<file path="src/rtl/sw_pkg.sv">
package sw_pkg;

    typedef enum logic [1:0] {
        KIND_LOGIC = 2'b00,
        KIND_ARITH = 2'b01,
        KIND_ROT   = 2'b10,
        KIND_ROTX  = 2'b11
    } shift_kind_e;

endpackage

</file>
<file path="src/rtl/sw_desc_decode.sv">
module sw_desc_decode #(
    parameter int AMT_W = 5,
    parameter int CNT_W = AMT_W
) (
    input  logic [AMT_W-1:0] amt_i,
    input  logic             right_i,
    output logic             right_o,
    output logic [CNT_W-1:0] count_o
);
    logic             negative;
    logic [AMT_W-1:0] magnitude;

    always_comb begin
        negative  = amt_i[AMT_W-1];
        magnitude = negative ? (~amt_i + AMT_W'(1)) : amt_i;
        right_o   = right_i ^ negative;
        count_o   = CNT_W'(magnitude);
    end
endmodule

</file>
<file path="src/rtl/sw_step.sv">
module sw_step
    import sw_pkg::*;
#(
    parameter int WIDTH = 16
) (
    input  logic [WIDTH-1:0] data_i,
    input  logic             x_i,
    input  shift_kind_e      kind_i,
    input  logic             right_i,
    output logic [WIDTH-1:0] data_o,
    output logic             out_bit_o
);
    logic fill;

    always_comb begin
        if (right_i) begin
            out_bit_o = data_i[0];
            case (kind_i)
                KIND_ARITH: fill = data_i[WIDTH-1];
                KIND_ROT:   fill = data_i[0];
                KIND_ROTX:  fill = x_i;
                default:    fill = 1'b0;
            endcase
            data_o = {fill, data_i[WIDTH-1:1]};
        end else begin
            out_bit_o = data_i[WIDTH-1];
            case (kind_i)
                KIND_ROT:   fill = data_i[WIDTH-1];
                KIND_ROTX:  fill = x_i;
                default:    fill = 1'b0;
            endcase
            data_o = {data_i[WIDTH-2:0], fill};
        end
    end
endmodule

</file>
<file path="src/rtl/shift_weight_unit.sv">
module shift_weight_unit
    import sw_pkg::*;
#(
    parameter int WIDTH = 16
) (
    input  logic             clk,
    input  logic             rst_n,
    input  logic             start_i,
    input  logic [2:0]       op_i,
    input  logic [WIDTH-1:0] desc_i,
    input  logic             desc_is_reg_i,
    input  logic             weight_i,
    input  logic             x_i,
    input  logic [WIDTH-1:0] operand_i,
    output logic             busy_o,
    output logic             done_o,
    output logic [WIDTH-1:0] result_o,
    output logic             carry_o,
    output logic             x_o
);
    localparam int AMT_W = $clog2(WIDTH) + 1;
    localparam int CNT_W = AMT_W;

    typedef struct packed {
        logic             busy;
        logic             done;
        logic             right;
        shift_kind_e      kind;
        logic             wmode;
        logic [CNT_W-1:0] remain;
        logic [WIDTH-1:0] data;
        logic             xbit;
        logic             carry;
        logic [CNT_W-1:0] ones;
    } state_t;

    state_t st_d, st_q;

    logic             dec_right;
    logic [CNT_W-1:0] dec_count;
    logic [WIDTH-1:0] step_data;
    logic             step_out;
    logic             unused_desc_hi;

    assign unused_desc_hi = ^desc_i[WIDTH-1:AMT_W];

    sw_desc_decode #(
        .AMT_W (AMT_W),
        .CNT_W (CNT_W)
    ) dec_i (
        .amt_i   (desc_i[AMT_W-1:0]),
        .right_i (op_i[2]),
        .right_o (dec_right),
        .count_o (dec_count)
    );

    sw_step #(
        .WIDTH (WIDTH)
    ) step_i (
        .data_i    (st_q.data),
        .x_i       (st_q.xbit),
        .kind_i    (st_q.kind),
        .right_i   (st_q.right),
        .data_o    (step_data),
        .out_bit_o (step_out)
    );

    always_comb begin
        st_d      = st_q;
        st_d.done = 1'b0;
        if (!st_q.busy) begin
            if (start_i) begin
                st_d.kind   = shift_kind_e'(op_i[1:0]);
                st_d.right  = dec_right;
                st_d.wmode  = weight_i & desc_is_reg_i;
                st_d.data   = operand_i;
                st_d.ones   = '0;
                st_d.xbit   = x_i;
                st_d.carry  = 1'b0;
                st_d.remain = dec_count;
                if (dec_count == '0) begin
                    st_d.done = 1'b1;
                end else begin
                    st_d.busy = 1'b1;
                end
            end
        end else begin
            st_d.data   = step_data;
            st_d.xbit   = step_out;
            st_d.carry  = step_out;
            st_d.remain = st_q.remain - CNT_W'(1);
            if (step_out) begin
                st_d.ones = st_q.ones + CNT_W'(1);
            end
            if (st_q.remain == CNT_W'(1)) begin
                st_d.busy = 1'b0;
                st_d.done = 1'b1;
            end
        end
    end

    always_ff @(posedge clk or negedge rst_n) begin
        if (!rst_n) begin
            st_q <= '0;
        end else begin
            st_q <= st_d;
        end
    end

    assign busy_o   = st_q.busy;
    assign done_o   = st_q.done;
    assign result_o = st_q.wmode ? WIDTH'(st_q.ones) : st_q.data;
    assign carry_o  = st_q.carry;
    assign x_o      = st_q.xbit;
endmodule

</file>
<file path="config.mk">
export PLATFORM = sky130hd
export DESIGN_NAME = shift_weight_unit
export DESIGN_NICKNAME = d
export VERILOG_FILES = /design/src/rtl/sw_pkg.sv /design/src/rtl/sw_desc_decode.sv /design/src/rtl/sw_step.sv /design/src/rtl/shift_weight_unit.sv
export SDC_FILE = /design/constraint.sdc
export NUM_CORES = 1
export LEC_CHECK = 0
export ABC_CLOCK_PERIOD_IN_PS = 1600
export CAP_MARGIN = 5
export CORE_ASPECT_RATIO = 0.8
export CORE_MARGIN = 3
export CORE_UTILIZATION = 59
export CTS_CLUSTER_SIZE = 30
export DETAILED_ROUTE_END_ITERATION = 10
export DONT_BUFFER_PORTS = 1
export GPL_ROUTABILITY_DRIVEN = 1
export PLACE_DENSITY_LB_ADDON = 0.12
export SKIP_LAST_GASP = 1
export SLEW_MARGIN = 20
export SYNTH_ARGS = -nofsm -noshare
export SYNTH_HDL_FRONTEND = slang
export SYNTH_SLANG_ARGS = --single-unit
export TNS_END_PERCENT = 1
</file>
<file path="constraint.sdc">
create_clock -name clk -period 1.6 [get_ports clk]
set_input_delay 0.08 -clock clk [delete_from_list [all_inputs] [get_ports clk]]
set_output_delay 0.08 -clock clk [all_outputs]
set_load 0.02 [all_outputs]
</file>
# Word-level counts from Yosys, hierarchy flattened
# Cells that the tools add are included.
[totals]
elab_cells = 42
inputBits = 41
out_inout_bits = 20
regBits = 34
[classes]
mux = 13
n_eq_ne = 6
add_sub_neg = 3
reduce_logical = 5
n_bitwise = 4
[ops]
columns = ["op", "n"]
rows = [
  ["34-bit two-way mux", 1],
  ["16-bit two-way mux", 2],
  ["28-bit two-way mux", 1],
  ["5-bit by 1-bit adder with 5-bit output (second input constant)", 2],
  ["5-bit two-way mux", 2],
  ["2-bit AND reduction", 3],
  ["5-bit by 1-bit == test with 1-bit output (second input constant)", 1],
  ["5-bit zero test", 1],
  ["5-bit NOT", 1],
  ["5-bit by 1-bit subtractor with 5-bit output (second input constant)", 1],
  ["2-bit == test (second input constant)", 2],
  ["2-bit two-way mux", 2],
  ["1-bit two-way mux", 3],
  ["3-bit inequality test (second input constant)", 1],
  ["1-bit one-hot mux with 3 select lines", 1],
  ["2-bit by 1-bit == test with 1-bit output (second input constant)", 1],
  ["2-bit by 1-bit inequality test with 1-bit output (second input constant)", 1],
  ["1-bit one-hot mux with 2 select lines", 1],
  ["2-bit nonzero test", 1],
  ["1-bit AND", 1],
  ["1-bit NOT", 1],
  ["1-bit bitwise XOR", 1],
]

# Longest topological paths before layout
# Gate-level depths: netlist (run 1).
[depth]
depth_word = 7
mapped_depth = 5
ltp_nobuf = 5

# Hierarchy
# A second synthesis (run 1) with hierarchy kept.
[hier_totals]
cells_unflattened = 215
area_unflattened_um2 = 2105.8
[by_module_without_submodules]
columns = ["mod", "area_per_inst_um2", "cells_each", "seq_area_each_um2", "instances"]
rows = [
  ["shift_weight_unit", 1736.7, 176, 850.8, 1],
  ["sw_step", 279.0, 26, 0.0, 1],
  ["sw_desc_decode", 90.1, 13, 0.0, 1],
]

# Worst setup path before layout (run 1)
# Ideal clock, no wire load.
[synth_timing]
path_type = "flip-flop to flip-flop"
startpoint = "reg st_q[23] in the netlist's numbering"
endpoint = "reg st_q[27] in the netlist's numbering"
period_less_slack_ns = 1.330
setup_time_ns = 0.126
path_buffers = 0
path_stages_with_launch = 6
slack_ns = 0.270
arrival_time_ns = 1.204
required_time_ns = 1.474
path_cell_list = "dfrtp_1 inv_1 ha_1 nor3b_1 xor2_1 a221o_1"
[synth_between]
elab_chain_cells = 2
[synth_rtl]
columns = ["item", "line_no", "rtl"]
rows = [
  ["start: declaration", "shift_weight_unit.sv:37", "state_t st_d, st_q;"],
  ["start signal: assignment", "shift_weight_unit.sv:106", "st_q <= st_d;"],
  ["5-bit by 1-bit subtractor with 5-bit output", "shift_weight_unit.sv:91", "st_d.remain = st_q.remain - CNT_W'(1);"],
  ["28-bit two-way mux", "shift_weight_unit.sv:71", "if (!st_q.busy) begin"],
]
# Every way passes these cells.
# A chain may end at the register's enable or synchronous reset.

# Worst setup path after layout (run 1)
[layout_timing]
startpoint = "reg st_q, in the netlist busy_o"
endpoint = "reg st_q[28] in the netlist's numbering"
[layout_between]
elab_chain_cells = 2
[layout_rtl]
columns = ["item"]
rows = [
  ["1-bit NOT (no line)"],
  ["2-bit AND reduction (no line)"],
]
# Every way passes these cells.

==> flow_summary.toml, run 1 <==
[run_status]
status = "completed"

[timing]
fin_ws_ns = 0.0871
slew_headroom_pct = 63.1
min_period_over_period_pct = 94.6
fin_crit_ns = 1.51
slew_violations = 0
tightest_slew_ns = 0.551
fin_skew_ns = 0.00970
final.setup.tns_ns = 0
whs_ns = 0.00498
finalHoldViolCount = 0
fmax_mhz = 661
rsz0062_at_grt = "true"
setup_viol_count_final = 0

[yosys]
yosysMostFrequentCell = "dfrtp_1"
yosys-top-cells-area = "dfrtp_1 (40%), mux2i_1 (9.5%), nor2b_1 (7.7%), a211oi_1 (5.0%), a21oi_1 (4.3%)"
ys.flop_type = "dfrtp_1"
yosys.area.top_type_share_pct = 40.2
syn_area_um2 = 2110
synth_common_cells = "dfrtp_1 (34), nor2b_1 (26), mux2i_1 (20)"
avgSynthCellArea_um2 = 9.93
ys_ff_latch = 34
yosysWarnings = 0
async_flop_share_pct = 100
yosysTopAreaCell = "dfrtp_1"
ys_seq_area_share_pct = 40.2
synth.distinct_cells = 45
synth_nets = 258
syn_inst = 213
synth_edf_count = 0

[critical_path]
endpoint_kind = "flip-flop"
worst-path-buf-inv = 1
crit_family = "buffers and inverters"
critPathLaunchType = "flip-flop"
crit_fanout = 6
path_class = "reg -> reg"
cp_cell_sequence = "and2b_2, nand3_1, dlygate4sd3_1, nand2_1"
cp_slowest_cell = "dlygate4sd3_1"
crit_arrival_ns = 1.74
cp_slowest_stage_delay_ns = 0.56
required_ns = 1.82

[final_layout]
design_area_um2 = 2410
nets = 274
final_util_pct = 73.7
regArea_um2 = 853
multi_input_area_um2 = 1130
nFillCells = 233
drive_gt1_share_pct = 13.0
diodes = 0
area_delta_synth_final_pct = 13.8
fin_cells = 270

[power]
switching_share_pct = 45.4
clkPwrFrac_pct = 13.7
power.switching_mw = 2.19
p_leak_nw = 1.03
internal_power_mw = 2.63
power_mw = 4.83
power_frac_seq_pct = 37.4
share_comb_of_total_power_pct = 48.9
powerDensity_nw_per_um2 = 2010
peakVddDrop_mv = 1.12

[global_route]
gr-usage-all-layers_pct = 24.8
grt_pass1_wl_um = 8220
grt_pass1_vias = 1752
grt_max_degree = 35
antenna_found_initial = 0
globalRouteOverflowTotal = 0

[floorplan]
coreArea_um2 = 3270
ios = 61
die_x_um = 72.9
rows = 18
start_util_pct = 64.8
die_y_um = 59.5
die-area_um2 = 4340

[detailed_routing]
wl_um = 5000
wl_per_cell_um = 18.5
vias = 1699
ant_nets = 0
first_pass_iters = 4
via_per_inst = 6.29
drc = 0
drt_iter0_markers = 87

[clocking]
cts_buffers = 5
clockRootBuffer = "clkbuf_8"
cts_tree = "built"
cts.sinks = 34
clk_pin_slew_ns = 0.07
post-cts-setup-buffers = 0
cts_htree_levels = 2
clk_latency_ns = 0.28
clockBufferDepth = 2

[place]
numPortBuffers = 0
dp_worst_setup_slack_ns = 0.159
dp.cells = 242
dpl-instance-area_um2 = 2100
gp_congestion = 0.911
hpwlAfterDp_um = 3140

[run]
maxCapViolations = 0

[hold_path]
hold_class = "in -> reg"
[layout make-up]
class	instances	area share (%)
Clock buffer	6	3.43
Tap cell	40	2.08
Clock inverter	2	0.520
Multi-Input combinational cell	154	47.0
Inverter	10	1.56
Timing Repair Buffer	24	9.98
Sequential cell	34	35.4
[layer usage]
metal / GRT usage, % / vias to the layer above / share of wire, %
li1: - / 801 / -
met1: 31.3 / 834 / 43
met2: 41.0 / 53 / 49
met3: 7.63 / 11 / 5.4
met4: 7.63 / 0 / 1.8
met5: 0 / - / 0
[cells in the final DEF (no fill, tap or decap), types with 2 or more instances in the layout]
cell           Yosys  layout
a211oi_1          14      14
a21oi_1           18      18
and3_1             2       2
buf_4              5       4
clkbuf_8           0       6
dfrtp_1           34      32
dfrtp_2            0       2
dlygate4sd3_1      0      19
ha_1               4       4
inv_1              9       9
mux2_2             6       6
mux2i_1           20      20
nand2_1           14      14
nand2b_1           6       6
nand3_1            5       5
nand3b_1           2       2
nand4_1            3       3
nor2b_1           26      26
nor4b_1            2       2
o21ai_0            3       3
o221ai_2           3       3
o22ai_1            2       2
xnor2_1            3       3
[path summary, 6_finish.rpt]
path | slack [ns] | start | to | cells after the start
max | 0.09 | busy_o$_DFF_PN0_ | st_q[28]$_DFFE_PN0P_ | 4
min | 0.005 | operand_i[5] | st_q[12]$_DFFE_PN0P_ | 2
max reg2reg | 0.09 | busy_o$_DFF_PN0_ | st_q[28]$_DFFE_PN0P_ | 4
min reg2reg | 0.53 | st_q[23]$_DFFE_PN0P_ | st_q[23]$_DFFE_PN0P_ | 1
max in group asynchronous | 1.15 | rst_n | busy_o$_DFF_PN0_ | 2
min in group asynchronous | 0.25 | rst_n | st_q[11]$_DFFE_PN0P_ | 2
[registers in the layout, summed over array words and instances (netlist names)]
name     flops
carry_o      1
done_o       1
x_o          1
busy_o       1
st_q        30
[logic make-up (layout without fill, tap and decap cells)]
group	Yosys count	in the layout	synth area share, %
flops	34	34	40.2
mux	27	27	13.4
xor+xnor	4	4	1.66
simple gates	67	67	18.2
fa+ha+maj	4	4	2.37
compound gates	52	52	17.9
buf+inv	25	42	6.33
[what timing repair did]
action / 4_1_cts / 5_1_grt
hold buffers: 18 / 2
resized for setup: 0 / 2
endpoints found under the hold margin: 49 / 1
setup endpoints to repair: 0 / 7
[power groups by stage]
stage	clock [mW]	combinational (mW)	sequential [mW]
after CTS	0.670	2.36	1.78
after global routing	0.709	2.59	1.86
final	0.662	2.36	1.81
after detailed placement	0	2.28	1.79
after floorplan	0	2.07	1.61
after global placement	0	2.19	1.75
No activity file was read; power rests on OpenSTA's default activity.
==> inputs of run 2 (changes only) <==
--- a/config.mk
+++ b/config.mk
@@ -5,6 +5,7 @@
 export SDC_FILE = /design/constraint.sdc
 export NUM_CORES = 1
 export LEC_CHECK = 0
+export ABC_AREA = 1
 export ABC_CLOCK_PERIOD_IN_PS = 1600
 export CAP_MARGIN = 5
 export CORE_ASPECT_RATIO = 0.8
@@ -14,6 +15,7 @@
 export DETAILED_ROUTE_END_ITERATION = 10
 export DONT_BUFFER_PORTS = 1
 export GPL_ROUTABILITY_DRIVEN = 1
+export GPL_TIMING_DRIVEN = 0
 export PLACE_DENSITY_LB_ADDON = 0.12
 export SKIP_LAST_GASP = 1
 export SLEW_MARGIN = 20
==> run 2 against run 1 <==
Net effect: design area decreased by 0.78%; power decreased by 4.6%; clock-buffer cell count increased by 1; non-clock buffer count increased by 11; routed wire length decreased by 5.7%; first-iteration DRC count increased by 47%; largest cell class unchanged; global-route usage decreased by 0.57 points.
==> flow_summary.toml, run 2 <==
[run_status]
status = "completed"

[clocking]
cts_htree_levels = 2
cts.sinks = 34
clockRootBuffer = "clkbuf_8"
cts_buffers = 5
clk_pin_slew_ns = 0.06
cts_tree = "built"
post-cts-setup-buffers = 0
clk_latency_ns = 0.28
clockBufferDepth = 2

[yosys]
synth_common_cells = "nand2_1 (64), dfrtp_1 (34), inv_1 (31)"
yosysTopAreaCell = "dfrtp_1"
syn_inst = 262
ys_ff_latch = 34
yosysWarnings = 0
avgSynthCellArea_um2 = 7.72
syn_area_um2 = 2020
ys_seq_area_share_pct = 42.1
yosys.area.top_type_share_pct = 42.1
yosys-top-cells-area = "dfrtp_1 (42%), nand2_1 (12%), o211ai_1 (6.3%), inv_1 (5.8%), o21ai_0 (5.4%)"
ys.flop_type = "dfrtp_1"
async_flop_share_pct = 100
synth_nets = 307
synth_edf_count = 0
yosysMostFrequentCell = "nand2_1"
synth.distinct_cells = 28

[timing]
fin_ws_ns = 0.0309
fin_skew_ns = 0.00310
setup_viol_count_final = 0
slew_headroom_pct = 54.0
tightest_slew_ns = 0.683
fmax_mhz = 637
slew_violations = 0
min_period_over_period_pct = 98.1
final.setup.tns_ns = 0
finalHoldViolCount = 0
whs_ns = 0.0164
fin_crit_ns = 1.57
rsz0062_at_grt = "true"

[power]
internal_power_mw = 2.39
power_frac_seq_pct = 34.4
peakVddDrop_mv = 1.08
share_comb_of_total_power_pct = 53.0
switching_share_pct = 48.2
powerDensity_nw_per_um2 = 1930
power.switching_mw = 2.22
p_leak_nw = 1.14
clkPwrFrac_pct = 12.6

[detailed_routing]
wl_per_cell_um = 14.2
wl_um = 4710
drt_iter0_markers = 128
ant_nets = 0
first_pass_iters = 5
via_per_inst = 5.43
vias = 1803
drc = 0

[critical_path]
endpoint_kind = "output pin"
crit_fanout = 10
required_ns = 1.52
path_class = "reg -> out"
crit_arrival_ns = 1.49
critPathLaunchType = "flip-flop"

[floorplan]
coreArea_um2 = 3180
die-area_um2 = 4170
start_util_pct = 63.7
die_y_um = 58.4
rows = 18
die_x_um = 71.5
ios = 61

[final_layout]
diodes = 0
final_cell_mix = "nand2_1 (64), dfrtp_1 (34), inv_1 (31), dlygate4sd3_1 (22), o21ai_0 (21)"
final_common_cell = "nand2_1"
drive_gt1_share_pct = 8.56
top_register = "st_q"
area_delta_synth_final_pct = 18.1
final_util_pct = 75.2
nets = 337
largest_reg_flops = 30
design_area_um2 = 2390

[global_route]
globalRouteOverflowTotal = 0
grt_max_degree = 35
antenna_found_initial = 0
gr-usage-all-layers_pct = 24.2
grt_pass1_vias = 1741
grt_pass1_wl_um = 7870

[place]
hpwlAfterDp_um = 3350
gp_congestion = 0.842
dpl-instance-area_um2 = 2070
numPortBuffers = 0
dp_worst_setup_slack_ns = 0.288

[run]
maxCapViolations = 0

[hold_path]
hold_class = "in -> reg"
[run 2: cell count changes in the layout (fill, tap and decap cells not counted), moves of 14 or more]
cell / before / now
nand2_1: 14 / 64
nor2b_1: 26 / 0
inv_1: 9 / 31
mux2i_1: 20 / 0
nor2_1: 1 / 20
o21ai_0: 3 / 21
o211ai_1: 1 / 17
a211oi_1: 14 / 0
[run 2: routing by layer]
| metal | GRT usage (%) | vias to the layer above | share of wire [%] |
|---|---|---|---|
| met5 | 0 | - | 0 |
| met4 | 6.43 | 0 | 0.89 |
| met3 | 5.97 | 5 | 7.7 |
| met2 | 38.6 | 60 | 45 |
| met1 | 33.4 | 822 | 46 |
| li1 | - | 916 | - |
[run 2: cell type report]
type                            count  area [µm²]
Multi-Input combinational cell    181         930
Sequential cell                    34         851
Fill cell                         248         787
Timing Repair Buffer               23         240
Inverter                           35         134
Buffer                             12         108
Clock buffer                        7        76.3
Tap cell                           40        50.0
[run 2: kinds of logic (layout without fill, tap and decap cells)]
family          after synthesis  after routing  share of synthesized area, %
fa+ha+maj                     4              4                          2.48
simple gates                112            112                          24.1
mux                           1              1                         0.557
xor+xnor                      3              3                          1.30
buf+inv                      47             77                          11.9
flops                        34             34                          42.1
compound gates               61             61                          17.6
[run 2: power by group through the flow]
| stage | Clock [mW] | Combinational (mW) | Sequential, mW |
|---|---|---|---|
| 5_1_grt | 0.639 | 2.75 | 1.63 |
| 4_1_cts | 0.595 | 2.43 | 1.58 |
| 2_1_floorplan | 0 | 1.98 | 1.52 |
| 6_report | 0.580 | 2.44 | 1.59 |
| 3_3_place_gp | 0 | 2.32 | 1.59 |
| 3_5_place_dp | 0 | 2.35 | 1.60 |
[run 2: through the flow]
step / instances / power (mW)
4_1_cts: 332 / 4.61
3_3_place_gp: 302 / 3.90
3_5_place_dp: 302 / 3.95
2_1_floorplan: 262 / 3.50
6_report: 332 / 4.61
5_1_grt: 332 / 5.02
[run 2: timing repair]
action | 4_1_cts | 5_1_grt
endpoints found under the setup margin | 0 | 4
gates resized for setup | 0 | 1
hold buffers | 23 | 0
endpoints found under the hold margin | 54 | 0
[run 2: path summary, 6_finish.rpt]
path / cells past startpoint / end / startpoint / slack (ns)
min in group asynchronous: 2 / st_q[15]$_DFFE_PN0P_ / rst_n / 0.26
max reg2reg: 6 / done_o$_DFF_PN0_ / busy_o$_DFF_PN0_ / 0.27
min reg2reg: 1 / st_q[0]$_DFFE_PN0P_ / st_q[0]$_DFFE_PN0P_ / 0.53
max in group asynchronous: 2 / st_q[7]$_DFFE_PN0P_ / rst_n / 1.15
min: 2 / st_q[31]$_DFFE_PN0P_ / op_i[2] / 0.02
max: 2 / result_o[2] / st_q[28]$_DFFE_PN0P_ / 0.03
[run 2: critical path, stage by stage, from the launching register on]
cell	delay, ns
dfrtp_1	0.40
clkbuf_1	0.20
o21ai_0	0.60
